## config.mk

```make
export PLATFORM = sky130hd
export DESIGN_NAME = usb_intin_ep
export DESIGN_NICKNAME = d
export VERILOG_FILES = /design/src/rtl/ep_intin_pkg.sv /design/src/rtl/ep_intin_store.sv /design/src/rtl/ep_intin_ctrl.sv /design/src/rtl/ep_intin_flag.sv /design/src/rtl/usb_intin_ep.sv
export SDC_FILE = /design/constraint.sdc
export NUM_CORES = 1
export LEC_CHECK = 0
export BUFFER_PORTS_ARGS = -buffer_cell sky130_fd_sc_hd__clkbuf_2
export CORE_ASPECT_RATIO = 0.9
export CORE_MARGIN = 2
export CORE_UTILIZATION = 50
export DETAILED_ROUTE_END_ITERATION = 8
export GPL_TIMING_DRIVEN = 1
export PLACE_DENSITY = 0.72
export SYNTH_ARGS = -nofsm -noshare
export SYNTH_HDL_FRONTEND = slang
export SYNTH_SLANG_ARGS = --single-unit
```

## constraint.sdc

```tcl
create_clock -name clk -period 3.8 [get_ports clk]
set_clock_uncertainty 0.1 [all_clocks]
set_input_delay 0.76 -clock clk [delete_from_list [all_inputs] [get_ports clk]]
set_output_delay 0.76 -clock clk [all_outputs]
set_load 0.01 [all_outputs]
```

## src/rtl/ep_intin_pkg.sv

```systemverilog
package ep_intin_pkg;
   typedef enum logic [1:0] {
      ST_FILL  = 2'd0,
      ST_READY = 2'd1,
      ST_SEND  = 2'd2,
      ST_WAIT  = 2'd3
   } ep_state_e;
endpackage

```

## src/rtl/ep_intin_store.sv

```systemverilog
module ep_intin_store #(
   parameter int DATA_W = 8,
   parameter int DEPTH  = 8,
   parameter int CNT_W  = 4,
   parameter int PTR_W  = 3
) (
   input  logic              clk,
   input  logic              rst_n,
   input  logic              flush_i,
   input  logic              drop_i,
   input  logic              lock_i,
   input  logic              wr_en_i,
   input  logic [DATA_W-1:0] wr_data_i,
   input  logic [PTR_W-1:0]  rd_ptr_i,
   output logic [CNT_W-1:0]  len_o,
   output logic [DATA_W-1:0] rd_data_o
);
   logic [CNT_W-1:0]  len_q;
   logic              accept;
   logic [DATA_W-1:0] mem_w [DEPTH];

   assign accept = wr_en_i && !lock_i && !flush_i && (len_q < CNT_W'(DEPTH));

   for (genvar g = 0; g < DEPTH; g++) begin : g_cell
      logic [DATA_W-1:0] cell_q;
      always_ff @(posedge clk or negedge rst_n) begin
         if (!rst_n)
            cell_q <= '0;
         else if (accept && len_q == CNT_W'(g))
            cell_q <= wr_data_i;
      end
      assign mem_w[g] = cell_q;
   end

   always_ff @(posedge clk or negedge rst_n) begin
      if (!rst_n)
         len_q <= '0;
      else if (flush_i || drop_i)
         len_q <= '0;
      else if (accept)
         len_q <= len_q + CNT_W'(1);
   end

   assign len_o     = len_q;
   assign rd_data_o = mem_w[rd_ptr_i];
endmodule

```

## src/rtl/ep_intin_ctrl.sv

```systemverilog
module ep_intin_ctrl
   import ep_intin_pkg::*;
#(
   parameter int CNT_W = 4,
   parameter int PTR_W = 3
) (
   input  logic             clk,
   input  logic             rst_n,
   input  logic             flush_i,
   input  logic             commit_i,
   input  logic             token_i,
   input  logic             ack_i,
   input  logic [CNT_W-1:0] len_i,
   output ep_state_e        state_o,
   output logic [PTR_W-1:0] rd_ptr_o,
   output logic             last_o,
   output logic             done_o,
   output logic             nak_o,
   output logic             zlp_o
);
   ep_state_e        state_q;
   logic [PTR_W-1:0] ptr_q;
   logic             nak_q, zlp_q;
   logic             last;

   assign last   = (CNT_W'(ptr_q) == len_i - CNT_W'(1));
   assign done_o = (state_q == ST_WAIT) && ack_i && !flush_i;

   always_ff @(posedge clk or negedge rst_n) begin
      if (!rst_n) begin
         state_q <= ST_FILL;
         ptr_q   <= '0;
         nak_q   <= 1'b0;
         zlp_q   <= 1'b0;
      end else begin
         nak_q <= 1'b0;
         zlp_q <= 1'b0;
         if (flush_i) begin
            state_q <= ST_FILL;
            ptr_q   <= '0;
         end else begin
            unique case (state_q)
               ST_FILL: begin
                  if (token_i)  nak_q   <= 1'b1;
                  if (commit_i) state_q <= ST_READY;
               end
               ST_READY, ST_WAIT: begin
                  if (state_q == ST_WAIT && ack_i) begin
                     state_q <= ST_FILL;
                     ptr_q   <= '0;
                  end else if (token_i) begin
                     ptr_q <= '0;
                     if (len_i == '0) begin
                        zlp_q   <= 1'b1;
                        state_q <= ST_WAIT;
                     end else begin
                        state_q <= ST_SEND;
                     end
                  end
               end
               ST_SEND: begin
                  if (last) state_q <= ST_WAIT;
                  else      ptr_q   <= ptr_q + PTR_W'(1);
               end
               default: state_q <= ST_FILL;
            endcase
         end
      end
   end

   assign state_o  = state_q;
   assign rd_ptr_o = ptr_q;
   assign last_o   = last;
   assign nak_o    = nak_q;
   assign zlp_o    = zlp_q;
endmodule

```

## src/rtl/ep_intin_flag.sv

```systemverilog
module ep_intin_flag (
   input  logic clk,
   input  logic rst_n,
   input  logic set_i,
   input  logic clr_i,
   output logic flag_o
);
   logic flag_q;

   always_ff @(posedge clk or negedge rst_n) begin
      if (!rst_n)     flag_q <= 1'b0;
      else if (set_i) flag_q <= 1'b1;
      else if (clr_i) flag_q <= 1'b0;
   end

   assign flag_o = flag_q;
endmodule

```

## src/rtl/usb_intin_ep.sv

```systemverilog
module usb_intin_ep
   import ep_intin_pkg::*;
#(
   parameter int DATA_W = 8,
   parameter int DEPTH  = 8,
   localparam int CNT_W = $clog2(DEPTH + 1),
   localparam int PTR_W = $clog2(DEPTH)
) (
   input  logic              clk,
   input  logic              rst_n,
   input  logic              flush_i,
   input  logic              wr_en_i,
   input  logic [DATA_W-1:0] wr_data_i,
   input  logic              commit_i,
   input  logic              irq_clr_i,
   input  logic              in_token_i,
   input  logic              ack_i,
   output logic              ready_o,
   output logic [CNT_W-1:0]  fill_cnt_o,
   output logic              tx_valid_o,
   output logic [DATA_W-1:0] tx_data_o,
   output logic              tx_last_o,
   output logic              tx_zlp_o,
   output logic              nak_o,
   output logic              txc_flag_o
);
   if (DEPTH < 2) begin : g_bad_depth
      $error("usb_intin_ep: DEPTH must be at least 2");
   end
   if (DATA_W < 1) begin : g_bad_width
      $error("usb_intin_ep: DATA_W must be positive");
   end

   ep_state_e         state;
   logic [PTR_W-1:0]  rd_ptr;
   logic [DATA_W-1:0] rd_data;
   logic              last, done, locked;

   assign locked = (state != ST_FILL);

   ep_intin_store #(
      .DATA_W(DATA_W), .DEPTH(DEPTH), .CNT_W(CNT_W), .PTR_W(PTR_W)
   ) u_store (
      .clk       (clk),
      .rst_n     (rst_n),
      .flush_i   (flush_i),
      .drop_i    (done),
      .lock_i    (locked),
      .wr_en_i   (wr_en_i),
      .wr_data_i (wr_data_i),
      .rd_ptr_i  (rd_ptr),
      .len_o     (fill_cnt_o),
      .rd_data_o (rd_data)
   );

   ep_intin_ctrl #(
      .CNT_W(CNT_W), .PTR_W(PTR_W)
   ) u_ctrl (
      .clk      (clk),
      .rst_n    (rst_n),
      .flush_i  (flush_i),
      .commit_i (commit_i),
      .token_i  (in_token_i),
      .ack_i    (ack_i),
      .len_i    (fill_cnt_o),
      .state_o  (state),
      .rd_ptr_o (rd_ptr),
      .last_o   (last),
      .done_o   (done),
      .nak_o    (nak_o),
      .zlp_o    (tx_zlp_o)
   );

   ep_intin_flag u_flag (
      .clk    (clk),
      .rst_n  (rst_n),
      .set_i  (done),
      .clr_i  (irq_clr_i),
      .flag_o (txc_flag_o)
   );

   assign ready_o    = locked;
   assign tx_valid_o = (state == ST_SEND);
   assign tx_data_o  = tx_valid_o ? rd_data : '0;
   assign tx_last_o  = tx_valid_o && last;
endmodule

```

== Word-level counts from Yosys, hierarchy flattened ==
Index checks and enable logic that the tools add are counted.

* Order comparisons: 2
* Bitwise logic cells: 1
* Add/subtract/negate cells: 3
* Eq/ne operators: 15
* Reductions and logical operators: 26
* Muxes and demuxes: 28

{| class="wikitable"
|+ Operators by type and width
! kind !! count
|-
| $bmux W8 S3 || 1
|-
| $mux W8 || 3
|-
| $eq A4 B3 Y1 const B || 4
|-
| $logic_and A1 B1 Y1 || 14
|-
| $mux W3 || 4
|-
| $mux W1 || 11
|-
| $mux W2 || 5
|-
| $eq A4 B2 Y1 const B || 2
|-
| $mux W4 || 2
|-
| $ne A3 B3 Y1 const B || 2
|-
| $pmux W2 S3 || 1
|-
| $pmux W3 S2 || 1
|-
| $reduce_and A3 Y1 || 2
|-
| $reduce_bool A2 Y1 || 3
|-
| $add A4 B1 Y4 const B || 1
|-
| $eq A2 B2 Y1 const B || 2
|-
| $eq A3 B4 Y1 || 1
|-
| $eq A4 B1 Y1 const B || 1
|-
| $ge A4 B4 Y1 const B || 1
|-
| $logic_not A4 Y1 || 1
|-
| $lt A4 B4 Y1 const B || 1
|-
| $ne A4 B3 Y1 const B || 1
|-
| $not A3 Y4 || 1
|-
| $sub A4 B1 Y4 const B || 1
|-
| 8 further kinds || 9
|}

* Register bits: 76
* Logic and storage cells: 89
* Output and inout port bits: 18

== Depth between registers and ports, before layout ==
* Depth in word-level cells: 7
* Gate-level depth with buffers: 7
* Depth with buffers taken out: 7

== By module ==
From an unflattened synthesis, not the netlist that was laid out.

* Cells, all modules: 262
* Area, all modules: 3,870.0 µm²

{| class="wikitable"
|+ By module, submodules not included
! module !! instances !! sequential area each (µm²) !! area an instance (µm²) !! cells an instance
|-
| ep_intin_store || 1 || 1,701.6 || 3,258.1 || 194
|-
| ep_intin_ctrl || 1 || 175.2 || 456.7 || 52
|-
| usb_intin_ep || 1 || 0.0 || 118.9 || 13
|-
| ep_intin_flag || 1 || 25.0 || 36.3 || 3
|}

== Worst setup path after synthesis ==
No wires, ideal clock.

* Path type: flip-flop to output port
* From: register u_ctrl.ptr_q[0], in the netlist u_ctrl.rd_ptr_o[0]
* To: output tx_data_o[6]
* Required time: 2.940 ns
* Buffers on the path: 2
* Data arrival time: 1.628 ns
* Slack: 1.312 ns
* Stages on the path, launching flop included: 6
* Cell sequence: dfrtp_1 buf_2 buf_2 mux4_2 mux2i_1 nor2_1

* Word-level cells in the longest chain between the ends: 5

{| class="wikitable"
|+ Ends and longest elaborated chain
! element !! RTL line !! source
|-
| start: declaration || ep_intin_ctrl.sv:22 || <nowiki>logic [PTR_W-1:0] ptr_q;</nowiki>
|-
| start signal: assignment || ep_intin_ctrl.sv:63 || <nowiki>else ptr_q <= ptr_q + PTR_W'(1);</nowiki>
|-
| $not A3 Y4 (implied by the code) || ep_intin_store.sv:45 || <nowiki>assign rd_data_o = mem_w[rd_ptr_i];</nowiki>
|-
| $bmux W8 S3 || ep_intin_store.sv:45 ||
|-
| $mux W8 (implied by the code) (2 in series) || ep_intin_store.sv:45 ||
|-
| $mux W8 || usb_intin_ep.sv:84 || <nowiki>assign tx_data_o = tx_valid_o ? rd_data : '0;</nowiki>
|-
| end: declaration || usb_intin_ep.sv:21 || <nowiki>output logic [DATA_W-1:0] tx_data_o,</nowiki>
|}

Every way passes these cells. The select of a mux whose other input is x is not followed.

== Final worst setup path ==
* From: register u_store.len_q[0], in the netlist u_store.len_o[0]
* To: output tx_last_o

* Word-level cells in the longest chain between the ends: 3

{| class="wikitable"
|+ Ends and longest elaborated chain
! element !! RTL line !! source
|-
| start: declaration || ep_intin_store.sv:18 || <nowiki>logic [CNT_W-1:0] len_q;</nowiki>
|-
| start signal: assignment || ep_intin_store.sv:41 || <nowiki>len_q <= len_q + CNT_W'(1);</nowiki>
|-
| $sub A4 B1 Y4 || ep_intin_ctrl.sv:26 || <nowiki>assign last = (CNT_W'(ptr_q) == len_i - CNT_W'(1));</nowiki>
|-
| $eq A3 B4 Y1 || ep_intin_ctrl.sv:26 ||
|-
| $logic_and A1 B1 Y1 || usb_intin_ep.sv:85 || <nowiki>assign tx_last_o = tx_valid_o && last;</nowiki>
|-
| end: declaration || usb_intin_ep.sv:22 || <nowiki>output logic tx_last_o,</nowiki>
|}

Every way passes these cells.

==> flow_metrics.py <==
metrics = {
    "placement": {
        "dp_hpwl_um": 4610,
        "io_buffers": 33,
        "gp_congestion": 0.782,
        "dpl.cell_count": 374,
        "place_ws_ns": 1.16,
        "placed_area_mm2": 0.00390,
    },
    "clock_tree": {
        "cts_buffers": 9,
        "path_clk_slew_ns": 0.08,
        "cts_root_buffer": "clkbuf_8",
        "ctsHoldBuffers": 0,
        "clockBufferDepth": 2,
        "post-cts-setup-buffer-count": 0,
        "htree_levels": 3,
        "clkLatencyLatePin_ns": 0.36,
        "cts_resized": 0,
        "clock-sinks": 76,
        "cts_tree": "built",
    },
    "grt": {
        "track_usage_pct": 19.9,
        "grt_start_max_net_pins": 77,
        "grt_overflow": 0,
        "antenna_found_initial": 0,
        "grt_pass1_vias": 2199,
        "grt_pass1_wl_um": 11700,
    },
    "sta": {
        "setup_ws_ns": 0.787,
        "finalSetupViolations": 0,
        "fin_crit_sh_pct": 79.3,
        "setup_tns_ns": 0,
        "finalHoldViolCount": 0,
        "worst_pin_slew_ns": 0.940,
        "max_slew_margin_pct": 37.3,
        "fmax_mhz": 332,
        "drv_slew": 0,
        "min_period_ns": 3.01,
        "rsz0062_at_grt": "false",
    },
    "pwr": {
        "leakage_nw": 1.99,
        "switching_power_w": 0.000495,
        "power.density_mw_per_mm2": 475,
        "p_comb_share_pct": 16.2,
        "internal_power_w": 0.00146,
        "swShare_pct": 25.4,
        "seqPwrFrac_pct": 51.0,
        "ir_worst_vdd_mv": 0.300,
        "power_frac_clock_pct": 32.8,
    },
    "drt": {
        "dr_total_vias": 2195,
        "wl_per_cell_um": 18.3,
        "drc": 0,
        "firstDrtPassIters": 4,
        "ant_nets": 0,
        "drt_wl_total_um": 7130,
        "drt_iter0_markers": 71,
        "vias_per_cell": 5.63,
    },
    "synthesis": {
        "synth-async-reset-ratio_pct": 100,
        "yosysWarnings": 0,
        "netlist_instances": 253,
        "synthTopCellsByArea": "dfrtp_1, mux2_2, mux4_2, mux2i_1, ha_1",
        "synth_fp_nets": 275,
        "synth_edf_count": 0,
        "synth_top_area_share_pct": 52.3,
        "ys_ff_latch": 76,
        "yosys-top-cells-count": "dfrtp_1, mux2_2, nor2_1",
        "synthesis.area_mm2": 0.00363,
        "yosysUniqueCellTypes": 39,
        "synth_most_common_cell": "dfrtp_1",
        "synth.avg_cell_area_um2": 14.4,
        "synth_ff_type": "dfrtp_1",
        "synth_area_leader_cell": "dfrtp_1",
        "ys_seq_area_share_pct": 52.3,
    },
    "worst_setup_path": {
        "critical_path_arrival_ns": 2.15,
        "worstPathMaxFanout": 9,
        "r2r-start": "u_ctrl.state_o[1]",
        "startpoint": "u_store.len_o[0]",
        "cp-start-kind": "flop",
        "crit_path_end_kind": "primary output",
        "crit_type": "reg -> out",
        "worstPathRequired_ns": 2.94,
    },
    "final_layout": {
        "drive_above_1_share_pct": 46.8,
        "fin_area_mm2": 0.00411,
        "diodes": 0,
        "post-route-util_pct": 58.3,
        "finalNonFillerCells": 390,
        "nNetsFinal": 314,
        "syn2layout_area_growth_pct": 13.0,
    },
    "worst_hold_path": {
        "hold_start": "u_store.g_cell[4].cell_q[4]",
        "holdCritPathClass": "reg -> reg",
    },
    "die": {
        "die-area_mm2": 0.00797,
        "die_x_um": 93.9,
        "rows": 29,
        "die_h_um": 84.9,
        "design.portCount": 34,
        "core_area_mm2": 0.00704,
        "start_util_pct": 51.6,
    },
    "flow_run": {
        "cap_violations": 0,
    },
    "run_status": {
        "outcome": "finished clean",
    },
}
## logic make-up after synthesis
family	count (synthesis)	synth area share, %
compound gates	14	3.00
xor+xnor	3	0.723
fa+ha+maj	6	2.07
buf+inv	14	1.76
flops	76	52.3
mux	90	32.6
simple gates	50	7.57
## cells in the final DEF (no fill, tap or decap), types with 6 or more instances in the layout
cell type,instances
clkbuf_8,11
ha_1,6
inv_1,7
dfrtp_1,76
nand2_1,10
mux2i_1,8
clkbuf_2,32
mux4_2,16
mux2_2,63
nor2_1,18
## registers in the layout (all words and copies together), names as in the netlist
register               count
u_ctrl.nak_o               1
u_store.len_o              4
u_ctrl.state_o             2
u_ctrl.rd_ptr_o            3
u_ctrl.zlp_o               1
u_store.g_cell.cell_q     64
u_flag.flag_o              1
## path summary, 6_finish.rpt
check                      cells after the start  slack (ns)                          end
hold / removal                                 1        0.39  u_store.g_cell[4].cell_q[4]
setup / recovery                               7        0.79                    tx_last_o
min in group asynchronous                      1        0.43                u_flag.flag_o
max in group asynchronous                      1        2.55  u_store.g_cell[4].cell_q[2]
setup reg to reg                               4        1.57  u_store.g_cell[0].cell_q[6]
hold reg to reg                                1        0.39  u_store.g_cell[4].cell_q[4]
## per-stage QoR
step	hold WS, ns	power (W)
2_1_floorplan	0.359	0.00123
3_3_place_gp	0.372	0.00131
3_5_place_dp	0.380	0.00133
4_1_cts	0.398	0.00198
5_1_grt	0.414	0.00205
6_report	0.390	0.00195
## critical path, cell delays in order (launching register included)
cell	delay, ns
dfrtp_1	0.52
inv_1	0.14
ha_1	0.23
xnor2_1	0.19
nor2_1	0.07
o211ai_1	0.43
nor2_1	0.07
clkbuf_2	0.15
## layer usage
metal	part of all wire (%)	GRT usage, %	vias up
met5	0	0	-
met4	1.2	5.14	0
met3	3.8	5.68	10
met2	49	31.6	38
met1	46	27.3	1141
li1	-	-	1006
## final cells by class
type	count	area, um2
Clock buffer	11	151
Clock inverter	5	58.8
Fill cell	603	2930
Inverter	7	26.3
Multi-Input combinational cell	163	1670
Sequential cell	76	1900
Tap cell	93	116
Timing Repair Buffer	35	183
## power groups by stage
stage               Sequential [W]  Clock [W]  Combinational (W)
finish                    0.000995   0.000641           0.000316
global route               0.00101   0.000690           0.000347
CTS                       0.000994   0.000659           0.000322
detailed placement         0.00101          0           0.000321
global placement           0.00100          0           0.000313
floorplan                 0.000988          0           0.000244
No activity file was read; power rests on OpenSTA's default activity.
